## src/rtl/sercmd_pkg.sv

```systemverilog
package sercmd_pkg;

   typedef enum logic [1:0] {
      K_NONE,
      K_MASK,
      K_PORT,
      K_FRAME
   } cmd_kind_t;

   typedef enum logic [2:0] {
      S_IDLE,
      S_DEC,
      S_PAR,
      S_EXEC,
      S_WAIT
   } seq_state_t;

   localparam int NUM_MODE = 4;

endpackage

```

## src/rtl/sercmd_decode.sv

```systemverilog
module sercmd_decode
   import sercmd_pkg::*;
#(
   parameter int DW   = 8,
   parameter int MAXP = 4,
   localparam int CW  = $clog2(MAXP + 1)
) (
   input  logic [DW-1:0] op_i,
   output cmd_kind_t     kind_o,
   output logic [CW-1:0] need_o,
   output logic [1:0]    rsel_o,
   output logic          rset_o,
   output logic          psel_o
);

   always_comb begin
      kind_o = K_NONE;
      need_o = '0;
      rsel_o = 2'd0;
      rset_o = 1'b0;
      psel_o = 1'b0;
      case (op_i)
         8'h91: begin kind_o = K_MASK; need_o = CW'(1); rsel_o = 2'd0; rset_o = 1'b1; end
         8'h51: begin kind_o = K_MASK; need_o = CW'(1); rsel_o = 2'd0; end
         8'hA0: begin kind_o = K_MASK; need_o = CW'(1); rsel_o = 2'd1; rset_o = 1'b1; end
         8'h60: begin kind_o = K_MASK; need_o = CW'(1); rsel_o = 2'd1; end
         8'h97: begin kind_o = K_MASK; need_o = CW'(1); rsel_o = 2'd2; rset_o = 1'b1; end
         8'h57: begin kind_o = K_MASK; need_o = CW'(1); rsel_o = 2'd2; end
         8'hA4: begin kind_o = K_MASK; need_o = CW'(1); rsel_o = 2'd3; rset_o = 1'b1; end
         8'h64: begin kind_o = K_MASK; need_o = CW'(1); rsel_o = 2'd3; end
         8'hC0, 8'hC9:        begin kind_o = K_FRAME; need_o = CW'(2); end
         8'hC1, 8'hC8:        begin kind_o = K_FRAME; need_o = CW'(4); end
         8'hC5, 8'hCC, 8'hCD: begin kind_o = K_FRAME; need_o = '0; end
         8'h22: begin kind_o = K_PORT; end
         8'h23: begin kind_o = K_PORT; psel_o = 1'b1; end
         default: ;
      endcase
   end

endmodule

```

## src/rtl/sercmd_modereg.sv

```systemverilog
module sercmd_modereg #(
   parameter int          DW   = 8,
   parameter logic [7:0]  KEEP = 8'hFF
) (
   input  logic          clk,
   input  logic          rst_n,
   input  logic          we_i,
   input  logic          set_i,
   input  logic [DW-1:0] val_i,
   output logic [DW-1:0] q_o
);

   localparam logic [DW-1:0] KMASK = DW'(KEEP);

   always_ff @(posedge clk) begin
      if (!rst_n)
         q_o <= '0;
      else if (we_i)
         q_o <= set_i ? ((q_o | val_i) & KMASK) : (q_o & val_i & KMASK);
   end


   hold_when_idle_chk: assert property (@(posedge clk) disable iff (!rst_n)
      !we_i |=> $stable(q_o));


   clear_only_chk: assert property (@(posedge clk) disable iff (!rst_n)
      (we_i && !set_i) |=> ((q_o & ~$past(q_o)) == '0));

endmodule

```

## src/rtl/sercmd_seq.sv

```systemverilog
module sercmd_seq
   import sercmd_pkg::*;
#(
   parameter int DW   = 8,
   parameter int MAXP = 4,
   localparam int CW  = $clog2(MAXP + 1),
   localparam int IW  = (MAXP > 1) ? $clog2(MAXP) : 1
) (
   input  logic               clk,
   input  logic               rst_n,
   input  logic               cmd_wr_i,
   input  logic               par_wr_i,
   input  logic [DW-1:0]      wdata_i,
   input  logic               res_rd_i,
   output logic [DW-1:0]      cmd_q_o,
   input  cmd_kind_t          kind_i,
   input  logic [CW-1:0]      need_i,
   input  logic [DW-1:0]      port_val_i,
   output logic               busy_o,
   output logic               cbf_o,
   output logic               pbf_o,
   output logic               rbf_o,
   output logic [DW-1:0]      result_o,
   output logic               mask_we_o,
   output logic [DW-1:0]      par0_o,
   output logic               start_o,
   output logic [DW*MAXP-1:0] start_par_o,
   input  logic               start_ack_i
);

   seq_state_t                   state;
   logic [CW-1:0]                cnt;
   logic [DW-1:0]                hold;
   logic [MAXP-1:0][DW-1:0]      pbuf;

   always_ff @(posedge clk) begin
      if (!rst_n) begin
         state    <= S_IDLE;
         cmd_q_o  <= '0;
         cnt      <= '0;
         hold     <= '0;
         pbuf     <= '0;
         cbf_o    <= 1'b0;
         pbf_o    <= 1'b0;
         rbf_o    <= 1'b0;
         result_o <= '0;
         start_o  <= 1'b0;
      end else begin
         start_o <= 1'b0;
         if (res_rd_i) rbf_o <= 1'b0;
         case (state)
            S_IDLE: if (cmd_wr_i) begin
               cmd_q_o <= wdata_i;
               cbf_o   <= 1'b1;
               cnt     <= '0;
               pbuf    <= '0;
               state   <= S_DEC;
            end
            S_DEC: begin
               cbf_o <= 1'b0;
               state <= (need_i == '0) ? S_EXEC : S_PAR;
            end
            S_PAR: begin
               if (pbf_o) begin
                  pbuf[cnt[IW-1:0]] <= hold;
                  cnt   <= cnt + CW'(1);
                  pbf_o <= 1'b0;
                  if (cnt + CW'(1) == need_i) state <= S_EXEC;
               end else if (par_wr_i) begin
                  hold  <= wdata_i;
                  pbf_o <= 1'b1;
               end
            end
            S_EXEC: begin
               state <= S_IDLE;
               case (kind_i)
                  K_PORT: begin
                     result_o <= port_val_i;
                     rbf_o    <= 1'b1;
                  end
                  K_FRAME: begin
                     start_o <= 1'b1;
                     state   <= S_WAIT;
                  end
                  default: ;
               endcase
            end
            S_WAIT: if (start_ack_i) state <= S_IDLE;
            default: state <= S_IDLE;
         endcase
      end
   end

   assign busy_o      = (state != S_IDLE);
   assign mask_we_o   = (state == S_EXEC) && (kind_i == K_MASK);
   assign par0_o      = pbuf[0];
   assign start_par_o = pbuf;


   cbf_one_cycle_chk: assert property (@(posedge clk) disable iff (!rst_n)
      cbf_o |=> !cbf_o);


   pbf_one_cycle_chk: assert property (@(posedge clk) disable iff (!rst_n)
      pbf_o |=> !pbf_o);


   start_pulse_chk: assert property (@(posedge clk) disable iff (!rst_n)
      start_o |=> !start_o);


   busy_cmd_ignored_chk: assert property (@(posedge clk) disable iff (!rst_n)
      (busy_o && cmd_wr_i) |=> $stable(cmd_q_o));


   ack_hold_chk: assert property (@(posedge clk) disable iff (!rst_n)
      (state == S_WAIT && !start_ack_i) |=> busy_o);


   result_read_chk: assert property (@(posedge clk) disable iff (!rst_n)
      (res_rd_i && !(state == S_EXEC && kind_i == K_PORT)) |=> !rbf_o);

endmodule

```

## src/rtl/sercmd_front.sv

```systemverilog
module sercmd_front
   import sercmd_pkg::*;
#(
   parameter int DW   = 8,
   parameter int MAXP = 4
) (
   input  logic               clk,
   input  logic               rst_n,
   input  logic               cmd_wr_i,
   input  logic               par_wr_i,
   input  logic [DW-1:0]      wdata_i,
   input  logic               res_rd_i,
   output logic [DW-1:0]      status_o,
   output logic [DW-1:0]      result_o,
   input  logic               rx_int_i,
   input  logic               tx_int_i,
   input  logic               rx_res_av_i,
   input  logic               tx_res_av_i,
   input  logic [4:0]         modem_in_i,
   input  logic [DW-1:0]      modem_out_i,
   output logic               start_o,
   output logic [DW-1:0]      start_op_o,
   output logic [DW*MAXP-1:0] start_par_o,
   input  logic               start_ack_i,
   output logic [DW-1:0]      opmode_o,
   output logic [DW-1:0]      sio_o,
   output logic [DW-1:0]      xfer_o,
   output logic [DW-1:0]      bitdly_o
);

   localparam int CW = $clog2(MAXP + 1);
   localparam logic [NUM_MODE-1:0][7:0] KEEP_BITS = {8'h80, 8'h01, 8'h07, 8'h3F};

   initial begin
      assert (DW == 8) else $error("opcode decode needs byte-wide data");
      assert (MAXP >= 4) else $error("frame opcodes need four parameter slots");
   end

   cmd_kind_t                     kind;
   logic [CW-1:0]                 need;
   logic [1:0]                    rsel;
   logic                          rset, psel;
   logic [DW-1:0]                 cmd_q, par0, port_val;
   logic                          busy, cbf, pbf, rbf, mask_we;
   logic [NUM_MODE-1:0][DW-1:0]   mode_q;

   sercmd_decode #(.DW(DW), .MAXP(MAXP)) u_dec (
      .op_i   (cmd_q),
      .kind_o (kind),
      .need_o (need),
      .rsel_o (rsel),
      .rset_o (rset),
      .psel_o (psel)
   );

   sercmd_seq #(.DW(DW), .MAXP(MAXP)) u_seq (
      .clk         (clk),
      .rst_n       (rst_n),
      .cmd_wr_i    (cmd_wr_i),
      .par_wr_i    (par_wr_i),
      .wdata_i     (wdata_i),
      .res_rd_i    (res_rd_i),
      .cmd_q_o     (cmd_q),
      .kind_i      (kind),
      .need_i      (need),
      .port_val_i  (port_val),
      .busy_o      (busy),
      .cbf_o       (cbf),
      .pbf_o       (pbf),
      .rbf_o       (rbf),
      .result_o    (result_o),
      .mask_we_o   (mask_we),
      .par0_o      (par0),
      .start_o     (start_o),
      .start_par_o (start_par_o),
      .start_ack_i (start_ack_i)
   );

   assign port_val = psel
      ? {2'b00, modem_out_i[5], 2'b00, modem_out_i[2], 1'b0, modem_out_i[0]}
      : {3'b000, modem_in_i};

   for (genvar g = 0; g < NUM_MODE; g++) begin : g_mode
      sercmd_modereg #(.DW(DW), .KEEP(KEEP_BITS[g])) u_reg (
         .clk   (clk),
         .rst_n (rst_n),
         .we_i  (mask_we && (rsel == 2'(g))),
         .set_i (rset),
         .val_i (par0),
         .q_o   (mode_q[g])
      );
   end

   assign opmode_o   = mode_q[0];
   assign sio_o      = mode_q[1];
   assign xfer_o     = mode_q[2];
   assign bitdly_o   = mode_q[3];
   assign start_op_o = cmd_q;
   assign status_o   = {busy, cbf, pbf, rbf, rx_int_i, tx_int_i, rx_res_av_i, tx_res_av_i};


   no_stray_start_chk: assert property (@(posedge clk) disable iff (!rst_n)
      (start_o && !$past(start_o)) |-> busy);

endmodule

```

## config.mk

```make
export PLATFORM = sky130hd
export DESIGN_NAME = sercmd_front
export DESIGN_NICKNAME = d
export VERILOG_FILES = /design/src/rtl/sercmd_pkg.sv /design/src/rtl/sercmd_decode.sv /design/src/rtl/sercmd_modereg.sv /design/src/rtl/sercmd_seq.sv /design/src/rtl/sercmd_front.sv
export SDC_FILE = /design/constraint.sdc
export NUM_CORES = 1
export LEC_CHECK = 0
export ABC_AREA = 1
export CORE_MARGIN = 2
export CORE_UTILIZATION = 30
export CTS_CLUSTER_DIAMETER = 150
export DETAILED_ROUTE_END_ITERATION = 7
export GPL_ROUTABILITY_DRIVEN = 0
export SETUP_SLACK_MARGIN = 0.15
export SYNTH_ARGS = -nofsm -noshare
export SYNTH_HDL_FRONTEND = slang
export SYNTH_SLANG_ARGS = --single-unit
```

## constraint.sdc

```tcl
create_clock -name clk -period 1.89 [get_ports clk]
set_clock_uncertainty 0.1 [all_clocks]
set_input_delay 0.189 -clock clk [delete_from_list [all_inputs] [get_ports clk]]
set_output_delay 0.189 -clock clk [all_outputs]
set_load 0.01 [all_outputs]
```

==> results by group, run 1 <==
Status
  • Status: completed

Route
  • Wire length per cell: 13.21 µm
  • Via density: 4.699
  • Final wirelength: 9786 µm
  • DRT antenna net count: 0
  • Remaining DRCs: 0
  • Initial DRC count: 141
  • First-pass detailed-route iteration total: 4
  • Vias: 3482

Die
  • Die X-Extent: 112.5 µm
  • CORE AREA: 11470 µm²
  • Row cnt: 39
  • Initial Utilization: 30.79%
  • Io pins: 120
  • Die H: 112.5 µm
  • DIE AREA: 12650 µm²

Worst setup path
  • CP bufs+invs: 1
  • Flop2flop setup slack: 0.23 ns
  • CP top delay family: buffers and inverters
  • CP cell instances: clkdlybuf4s50_1
  • CP max FO: 5
  • Worst EP required: 1.60 ns
  • Crit Path Class: reg -> out
  • Crit. End Element: primary output
  • Worst r2r src: u_seq.state[2]
  • Worst EP arrival: 1.41 ns
  • Max incr delay on CP: 0.60 ns
  • Slowest stage cell, crit path: clkdlybuf4s50_1
  • Setup crit start kind: register
  • Worst-case reg-to-reg path depth: 9
  • R2R Path End: u_seq.start_par_o[12]

Global routing
  • Initial antenna violation count: 0
  • First-pass GRT wire length: 15340 µm
  • Vias in the first global route: 3166
  • Largest net degree at the start of global routing: 58
  • Overall Global Routing Usage: 15.09%
  • GRT overflow: 0

Worst hold path
  • WHS Path Cells: 0
  • Hold_sp: rx_int_i
  • Hold path endpoint: status_o[3]
  • Hold Crit Class: in -> out

Placement
  • Cell count after placement: 718
  • Post-DP Area: 4439 µm²
  • Dpl hpwl: 6993 µm
  • IO buf count: 83

STA
  • Fin crit period: 1.696 ns
  • Peak Freq: 589.7 MHz
  • TNS Setup: 0 ns
  • Final period utilization: 89.73%
  • Final Hold Viols: 0
  • Hold WS: 0.2780 ns
  • Pins Over Slew Limit: 0
  • Unrepaired setup endpoints after global routing: yes
  • Final setup viols: 0

Yosys
  • Ys async rst share: 0%
  • Post-synth EDFFs: 0
  • Syn avg cell area: 7.020 µm²
  • Cells after Synth: 503
  • Ys Warns: 0
  • Commonest register cell after synthesis: dfxtp_1
  • #FFs+latches synth: 75
  • Netlist cell types: 28
  • Mapped Area: 3531 µm²
  • Seq/Total Area, Yosys: 42.52%

Finish
  • Register area: 1519 µm²
  • Layout filler cell count: 1156
  • Post-route cell area: 4922 µm²
  • Non-filler cells in the finished layout: 741
  • Multi-input gate area: 1799 µm²
  • Final-stage net count: 628
  • Syn-to-layout area delta: 39.40%
  • Ant diodes: 0
  • Layout cells sized above 1: 14.05%

Clock network
  • Clock Tree Buf Depth: 2
  • H-tree Lvls: 3
  • CTS tree: yes
  • CTS buffer count: 9
  • CTS Hold Buffers Added: 0
  • Skew-Pair Late Insertion Delay: 0.33 ns
  • CTS Sinks: 75
  • CTS clock-pin slew for the worst setup and hold paths: 0.06 ns
  • CTS root buffer: clkbuf_16

Pwr
  • Part of the power in registers: 40.3%
  • Pwr per Cell Area: 889.8 nW/µm²
  • Combinational share of power: 20.6%
  • Net Sw Power: 1.348 mW
  • Clock network fraction of total power: 39.1%
  • Leakage: 1.838 nW
  • Switching share of total power: 30.78%
  • VDD IR max: 0.0005029 V
  • Internal: 3.032 mW

Run
  • Max-cap violations: 0
[flip-flops by register name, summed over array words and instances (netlist names)]
register and cells:
u_seq.result_o 6, u_seq.rbf_o 1, u_seq.cnt 3, u_seq.pbf_o 1
u_seq.cmd_q_o 8, u_seq.hold 8, g_mode.u_reg.q_o 11, u_seq.start_o 1
u_seq.start_par_o 24, u_seq.par0_o 8, u_seq.state 3, u_seq.cbf_o 1
[worst max-delay path by stage]
stage	start	endpoint	slack, ns	cells after the start
final	u_seq.pbf_o	status_o[5]	0.19	1
after global placement	u_seq.cmd_q_o[0]	g_mode[0].u_reg.q_o[4]	0.08	11
after CTS	u_seq.state[1]	status_o[7]	0.12	3
after detailed placement	u_seq.cmd_q_o[0]	g_mode[0].u_reg.q_o[0]	0.05	11
after floorplan	u_seq.cmd_q_o[0]	g_mode[0].u_reg.q_o[5]	0.31	11
after global routing	u_seq.state[2]	u_seq.par0_o[4]	0.09	9
[synthesized netlist by cell type, types with 3 or more instances]
| library cell | instances | area share (%) |
|---|---|---|
| dfxtp_1 | 75 | 43 |
| nand3_1 | 18 | 2.6 |
| a21oi_1 | 68 | 9.6 |
| o21ai_2 | 4 | 0.99 |
| nand2_2 | 4 | 0.71 |
| nor3_1 | 3 | 0.43 |
| inv_1 | 23 | 2.4 |
| nand3b_1 | 4 | 0.85 |
| nor2_1 | 48 | 5.1 |
| nand2_1 | 146 | 16 |
| buf_4 | 32 | 6.8 |
| ha_1 | 4 | 1.4 |
| o21ai_0 | 41 | 5.8 |
| inv_2 | 3 | 0.32 |
| buf_2 | 4 | 0.57 |
| clkbuf_1 | 12 | 1.3 |
| nor2_2 | 3 | 0.53 |
[metrics by stage]
step	util (%)	setup WS [ns]	total power [mW]
2_1_floorplan	-	0.3051	2.355
3_3_place_gp	38.71	0.08318	2.568
3_5_place_dp	38.71	0.04624	2.580
4_1_cts	41.41	0.1158	4.301
5_1_grt	42.92	0.08917	4.606
6_report	42.92	0.1941	4.380
[layer usage]
layer	track usage (%)	share of wire (%)	vias up
met2	25.26	48	97
li1	-	-	1764
met5	0	0	-
met3	2.970	4.9	10
met4	5.203	1.1	0
met1	19.49	46	1611
[power groups by stage]
stage / combinational (mW) / clock (mW) / sequential (mW)
after floorplan: 0.583 / 0 / 1.77
after global placement: 0.791 / 0 / 1.78
after detailed placement: 0.798 / 0 / 1.78
after CTS: 0.804 / 1.75 / 1.75
after global routing: 0.999 / 1.83 / 1.78
final: 0.900 / 1.71 / 1.77
[cells in the final DEF, fill, tap and decap left out, types with 3 or more instances in the layout]
master	n
nand2_4	3
ha_1	4
nand3_1	17
a21oi_1	66
clkbuf_16	9
dfxtp_1	65
nor2_1	42
inv_1	21
clkinvlp_4	5
o21ai_2	3
conb_1	23
buf_4	19
dfxtp_2	8
a21oi_2	3
inv_2	3
o21ai_0	41
nor2_4	3
clkdlybuf4s50_1	82
nand2_2	7
nor2_2	6
nand2_1	140
nand3b_1	4
[area by class of cell]
cell class                 instances  area share, %
multi-input combinational        375          36.55
sequential                        75          30.86
timing repair buffer             105          20.56
clock buffer                       9          4.575
tap                              143          3.635
inverter                          27          2.262
clock inverter                     7          1.551
[kinds of logic after synthesis]
group / Yosys count / synth area share (%)
flops: 75 / 42.52
other cells: 1 / 0.1062
simple gates: 228 / 26.15
fa+ha+maj: 4 / 1.417
xor+xnor: 1 / 0.2481
buf+inv: 76 / 11.84
compound gates: 118 / 17.72
[repair_timing]
item / 4_1_cts / 5_1_grt
buffers inserted: 0 / 5
gates cloned: 0 / 2
pin swaps: 0 / 3
resized for setup: 4 / 42
endpoints found under the setup margin: 42 / 62
Note: power is estimated with default switching activity, not from simulation.
==> run 2, diff against run 1 <==
- MAX_ROUTING_LAYER: unset -> met4
==> results by group, run 2 (synthesized netlist as in run 1, its figures left out) <==
Worst setup path
  • Max incr delay on CP: 0.60 ns (about the same)
  • Worst EP required: 1.60 ns (about the same)
  • CP max FO: 5 (unchanged)
  • Worst EP arrival: 1.41 ns (about the same)
  • CP cell instances: clkdlybuf4s50_1
  • Crit Path Class: reg -> out
  • CP top delay family: buffers and inverters
  • Slowest stage cell, crit path: clkdlybuf4s50_1
  • Crit. End Element: primary output
  • Flop2flop setup slack: 0.23 ns (about the same)
  • Crit. path cell count: 1 (unchanged)
  • Setup crit start kind: register
  • Worst-case reg-to-reg path depth: 9 (unchanged)
  • CP bufs+invs: 1 (unchanged)

Clock network
  • CTS root buffer: clkbuf_16
  • CTS tree: yes
  • H-tree Lvls: 3 (unchanged)
  • CTS Hold Buffers Added: 0 (unchanged)
  • Clock Tree Buf Depth: 2 (unchanged)
  • CTS clock-pin slew for the worst setup and hold paths: 0.06 ns (about the same)
  • CTS buffer count: 9 (unchanged)
  • Skew-Pair Late Insertion Delay: 0.33 ns (about the same)
  • CTS Sinks: 75 (unchanged)

Global routing
  • Largest net degree at the start of global routing: 58 (unchanged)
  • Initial antenna violation count: 0 (unchanged)
  • GRT overflow: 0 (unchanged)
  • Overall Global Routing Usage: 15.54% (+0.45 points)
  • First-pass GRT wire length: 15340 µm (unchanged)
  • Vias in the first global route: 3161 (-0.16%)

Route
  • First-pass detailed-route iteration total: 4 (unchanged)
  • Met3 WL post-DR: 531 µm (+11%)
  • M1 WL: 4413 µm (-1.8%)
  • DRT antenna net count: 0 (unchanged)
  • Max layer used: met4
  • Final wirelength: 9765 µm (-0.21%)
  • Vias: 3493 (+0.32%)
  • Initial DRC count: 140 (-0.71%)
  • Remaining DRCs: 0 (unchanged)
  • Wire length per cell: 13.18 µm (-0.21%)
  • Via density: 4.714 (+0.32%)
  • Routed wl met2: 4690 µm (-0.17%)

Worst hold path
  • Hold Crit Class: in -> out
  • WHS Path Cells: 0 (unchanged)

Pwr
  • Net Sw Power: 1.350 mW (+0.16%)
  • Leakage: 1.838 nW (unchanged)
  • Clock network fraction of total power: 39.2% (about the same)
  • Combinational share of power: 20.5% (about the same)
  • Pwr per Cell Area: 890.2 nW/µm² (about the same)
  • Switching share of total power: 30.81% (+0.035 points)
  • Internal: 3.032 mW (about the same)
  • Part of the power in registers: 40.3% (about the same)
  • PnR Total Power: 4.382 mW (about the same)
  • VDD IR max: 0.0005040 V (+0.23%)

Finish
  • Max FFs per register: 24 (unchanged)
  • Most frequent cells in the layout: nand2_1, clkdlybuf4s50_1, a21oi_1
  • Final-stage net count: 628 (unchanged)
  • Layout cells sized above 1: 14.05% (unchanged)
  • Post-route cell area: 4922 µm² (unchanged)
  • Syn-to-layout area delta: 39.40% (unchanged)
  • Ant diodes: 0 (unchanged)
  • Commonest non-fill, non-tap cell in the layout: nand2_1

Die
  • Die X-Extent: 112.5 µm (unchanged)
  • Die H: 112.5 µm (unchanged)
  • Row cnt: 39 (unchanged)
  • DIE AREA: 12650 µm² (unchanged)
  • Io pins: 120 (unchanged)
  • CORE AREA: 11470 µm² (unchanged)
  • Initial Utilization: 30.79% (unchanged)

Run
  • Max-cap violations: 0 (unchanged)

STA
  • Peak Freq: 588.6 MHz (-0.19%)
  • Pins Over Slew Limit: 0 (unchanged)
  • Fin crit period: 1.699 ns (+0.003153 ns)
  • TNS Setup: 0 ns (unchanged)
  • Final setup viols: 0 (unchanged)
  • Final period utilization: 89.90% (+0.17 points)
  • Final Hold Viols: 0 (unchanged)
  • Final worst slack: 0.1910 ns (-0.003153 ns)
  • Unrepaired setup endpoints after global routing: yes

Placement
  • Pre-CTS setup slack: 0.04624 ns (unchanged)
  • Dpl hpwl: 6993 µm (unchanged)
  • Post-DP Area: 4439 µm² (unchanged)
  • IO buf count: 83 (unchanged)

Status
  • Status: completed
==> run 2: cell counts in the layout (fill, tap and decap cells not counted) <==
Identical to the previous run, type by type.
==> run 2: final cells by class <==
class / instances / area (µm²)
clock buffers: 9 / 225.2
clock inverters: 7 / 76.32
fillers: 1156 / 6545
inverters: 27 / 111.4
multi-input cells: 375 / 1799
flip-flops and latches: 75 / 1519
well taps: 143 / 178.9
repair buffers: 105 / 1012
==> run 2: worst paths after layout <==
| check | startpoint | to |
|---|---|---|
| setup / recovery | u_seq.pbf_o | status_o[5] |
| hold / removal | rx_int_i | status_o[3] |
| setup reg to reg | u_seq.state[2] | u_seq.start_par_o[12] |
| hold reg to reg | u_seq.start_par_o[15] | u_seq.start_par_o[15] |
==> run 2: repair_timing <==
action / CTS / global route
resized for setup: 4 / 42
cloned: 0 / 2
buffers inserted: 0 / 5
endpoints found under the setup margin: 42 / 62
pin swaps: 0 / 3
==> run 2: through the flow <==
| step | hold slack (ns) | util [%] | cells |
|---|---|---|---|
| global route | 0.2780 | 42.92 | 741 |
| global placement | 0.2781 | 38.71 | 718 |
| floorplan | 0.2239 | - | 525 |
| CTS | 0.2781 | 41.41 | 734 |
| detailed placement | 0.2781 | 38.71 | 718 |
| finish | 0.2780 | 42.92 | 741 |
==> run 2: power groups by stage <==
| stage | registers [mW] | clock network (mW) | logic (mW) |
|---|---|---|---|
| 2_1_floorplan | 1.77 | 0 | 0.583 |
| 3_3_place_gp | 1.78 | 0 | 0.791 |
| 3_5_place_dp | 1.78 | 0 | 0.798 |
| 4_1_cts | 1.75 | 1.75 | 0.804 |
| 5_1_grt | 1.78 | 1.83 | 0.999 |
| 6_report | 1.77 | 1.72 | 0.900 |
==> run 2: layer usage <==
| layer | GRT usage, % | up-vias |
|---|---|---|
| li1 | - | 1765 |
| met1 | 19.63 | 1606 |
| met2 | 25.26 | 113 |
| met3 | 2.754 | 9 |
| met4 | 5.203 | 0 |
| met5 | - | - |
==> run 3, diff against run 2 <==
- TNS_END_PERCENT: unset -> 5
==> results by group, run 3 (synthesized netlist as in run 1, its figures left out) <==
Finish
  • Post-route cell area: 4871 µm² (-1.0%)
  • Layout cells sized above 1: 12.75% (-1.3 points)
  • Commonest non-fill, non-tap cell in the layout: nand2_1
  • Max FFs per register: 24 (unchanged)
  • Syn-to-layout area delta: 37.95%
  • Ant diodes: 0 (unchanged)
  • Most frequent cells in the layout: nand2_1, clkdlybuf4s50_1, dfxtp_1
  • Layout filler cell count: 1159 (+0.26%)
  • Non-filler cells in the finished layout: 739 (-0.27%)
  • Final-stage net count: 626 (-0.32%)
  • Final core occ: 42.48% (-0.45 points)

Worst setup path
  • CP max FO: 4 (-1)
  • Worst EP required: 1.60 ns (about the same)
  • Crit. End Element: primary output
  • CP cell instances: inv_1 -> nand2_2 -> clkdlybuf4s50_1
  • Setup crit start kind: register
  • Crit Path Class: reg -> out
  • Worst EP arrival: 1.47 ns (+0.06 ns)
  • Max incr delay on CP: 0.54 ns (-0.06 ns)
  • Slowest stage cell, crit path: clkdlybuf4s50_1

STA
  • Peak Freq: 568.0 MHz (-3.5%)
  • Final setup viols: 0 (unchanged)
  • Pins Over Slew Limit: 0 (unchanged)
  • Fin crit period: 1.761 ns (+0.06157 ns)
  • Unrepaired setup endpoints after global routing: yes
  • Final Hold Viols: 0 (unchanged)
  • Final period utilization: 93.15% (+3.3 points)
  • TNS Setup: 0 ns (unchanged)

Placement
  • Post-DP Area: 4439 µm² (unchanged)
  • IO buf count: 83 (unchanged)
  • Cell count after placement: 718 (unchanged)
  • Dpl hpwl: 6993 µm (unchanged)

Global routing
  • Largest net degree at the start of global routing: 58 (unchanged)
  • Overall Global Routing Usage: 15.54% (unchanged)
  • Initial antenna violation count: 0 (unchanged)
  • Vias in the first global route: 3161 (unchanged)
  • First-pass GRT wire length: 15340 µm (unchanged)
  • GRT overflow: 0 (unchanged)

Pwr
  • VDD IR max: 0.0004959 V (-1.6%)
  • Leakage: 1.795 nW (-2.4%)
  • Pwr per Cell Area: 894.6 nW/µm² (+0.49%)

Route
  • Vias: 3462 (-0.89%)
  • First-pass detailed-route iteration total: 4 (unchanged)
  • Wire length per cell: 13.16 µm (-0.17%)
  • Initial DRC count: 161 (+15%)
  • DRT antenna net count: 0 (unchanged)
  • Final wirelength: 9722 µm (-0.44%)
  • Via density: 4.685 (-0.62%)
  • Remaining DRCs: 0 (unchanged)

Die
  • Row cnt: 39 (unchanged)
  • Die X-Extent: 112.5 µm (unchanged)
  • Die H: 112.5 µm (unchanged)
  • Initial Utilization: 30.79% (unchanged)
  • DIE AREA: 12650 µm² (unchanged)
  • Io pins: 120 (unchanged)
  • CORE AREA: 11470 µm² (unchanged)

Clock network
  • H-tree Lvls: 3 (unchanged)
  • Skew-Pair Late Insertion Delay: 0.33 ns (about the same)
  • CTS Sinks: 75 (unchanged)
  • CTS buffer count: 9 (unchanged)
  • CTS Hold Buffers Added: 0 (unchanged)
  • CTS tree: yes
  • CTS root buffer: clkbuf_16
  • Clock Tree Buf Depth: 2 (unchanged)
  • CTS clock-pin slew for the worst setup and hold paths: 0.06 ns (about the same)

Worst hold path
  • Hold Crit Class: in -> out

Run
  • Max-cap violations: 0 (unchanged)

Status
  • Status: completed
==> run 3: power breakdown <==
part	leakage, nW	total, mW	internal (mW)	switching (mW)
Sequential	0.610	1.76	1.67	0.0923
Combinational	1.05	0.883	0.328	0.555
Clock	0.130	1.72	1.03	0.691
Total	1.79	4.36	3.02	1.34
==> run 3: metrics by stage <==
| step | total power, mW | hold slack, ns | setup WS, ns |
|---|---|---|---|
| detailed placement | 2.580 | 0.2781 | 0.04624 |
| global route | 4.581 | 0.2780 | 0.06411 |
| global placement | 2.568 | 0.2781 | 0.08318 |
| floorplan | 2.355 | 0.2239 | 0.3051 |
| CTS | 4.301 | 0.2781 | 0.1158 |
| finish | 4.358 | 0.2780 | 0.1294 |
==> run 3: critical path, delay by kind of cell (launching register included) <==
family | cells | cell delay (ns)
AND/OR/NAND/NOR | 1 | 0.12
flip-flops | 1 | 0.38
buffers and inverters | 2 | 0.65
==> run 3: layer usage <==
metal	global-route usage (%)	wire length, µm
met5	-	0
met2	25.26	4598
met1	19.63	4548
met4	5.203	127
met3	2.754	448
==> run 3: final timing paths <==
path                          from                     to  slack [ns]  cells past startpoint
max reg2reg         u_seq.state[0]      u_seq.result_o[1]        0.20                      6
min reg2reg  u_seq.start_par_o[15]  u_seq.start_par_o[15]        0.36                      2
max                 u_seq.state[1]            status_o[7]        0.13                      3
min                       rx_int_i            status_o[3]        0.28                      0
==> run 3: what timing repair did <==
| action | CTS | global route |
|---|---|---|
| pin swaps | 0 | 1 |
| endpoints found under the setup margin | 42 | 62 |
| resized for setup | 4 | 30 |
| cloned | 0 | 2 |
| endpoints found under the hold margin | 0 | 0 |
| buffers inserted | 0 | 3 |
==> run 3: final cells by class <==
class	instances	area (µm²)	share of cell area, %
timing repair buffer	103	994.7	20.42
clock buffer	9	225.2	4.624
tap	143	178.9	3.673
inverter	27	108.9	2.235
clock inverter	7	76.32	1.567
sequential	75	1514	31.08
multi-input combinational	375	1773	36.40
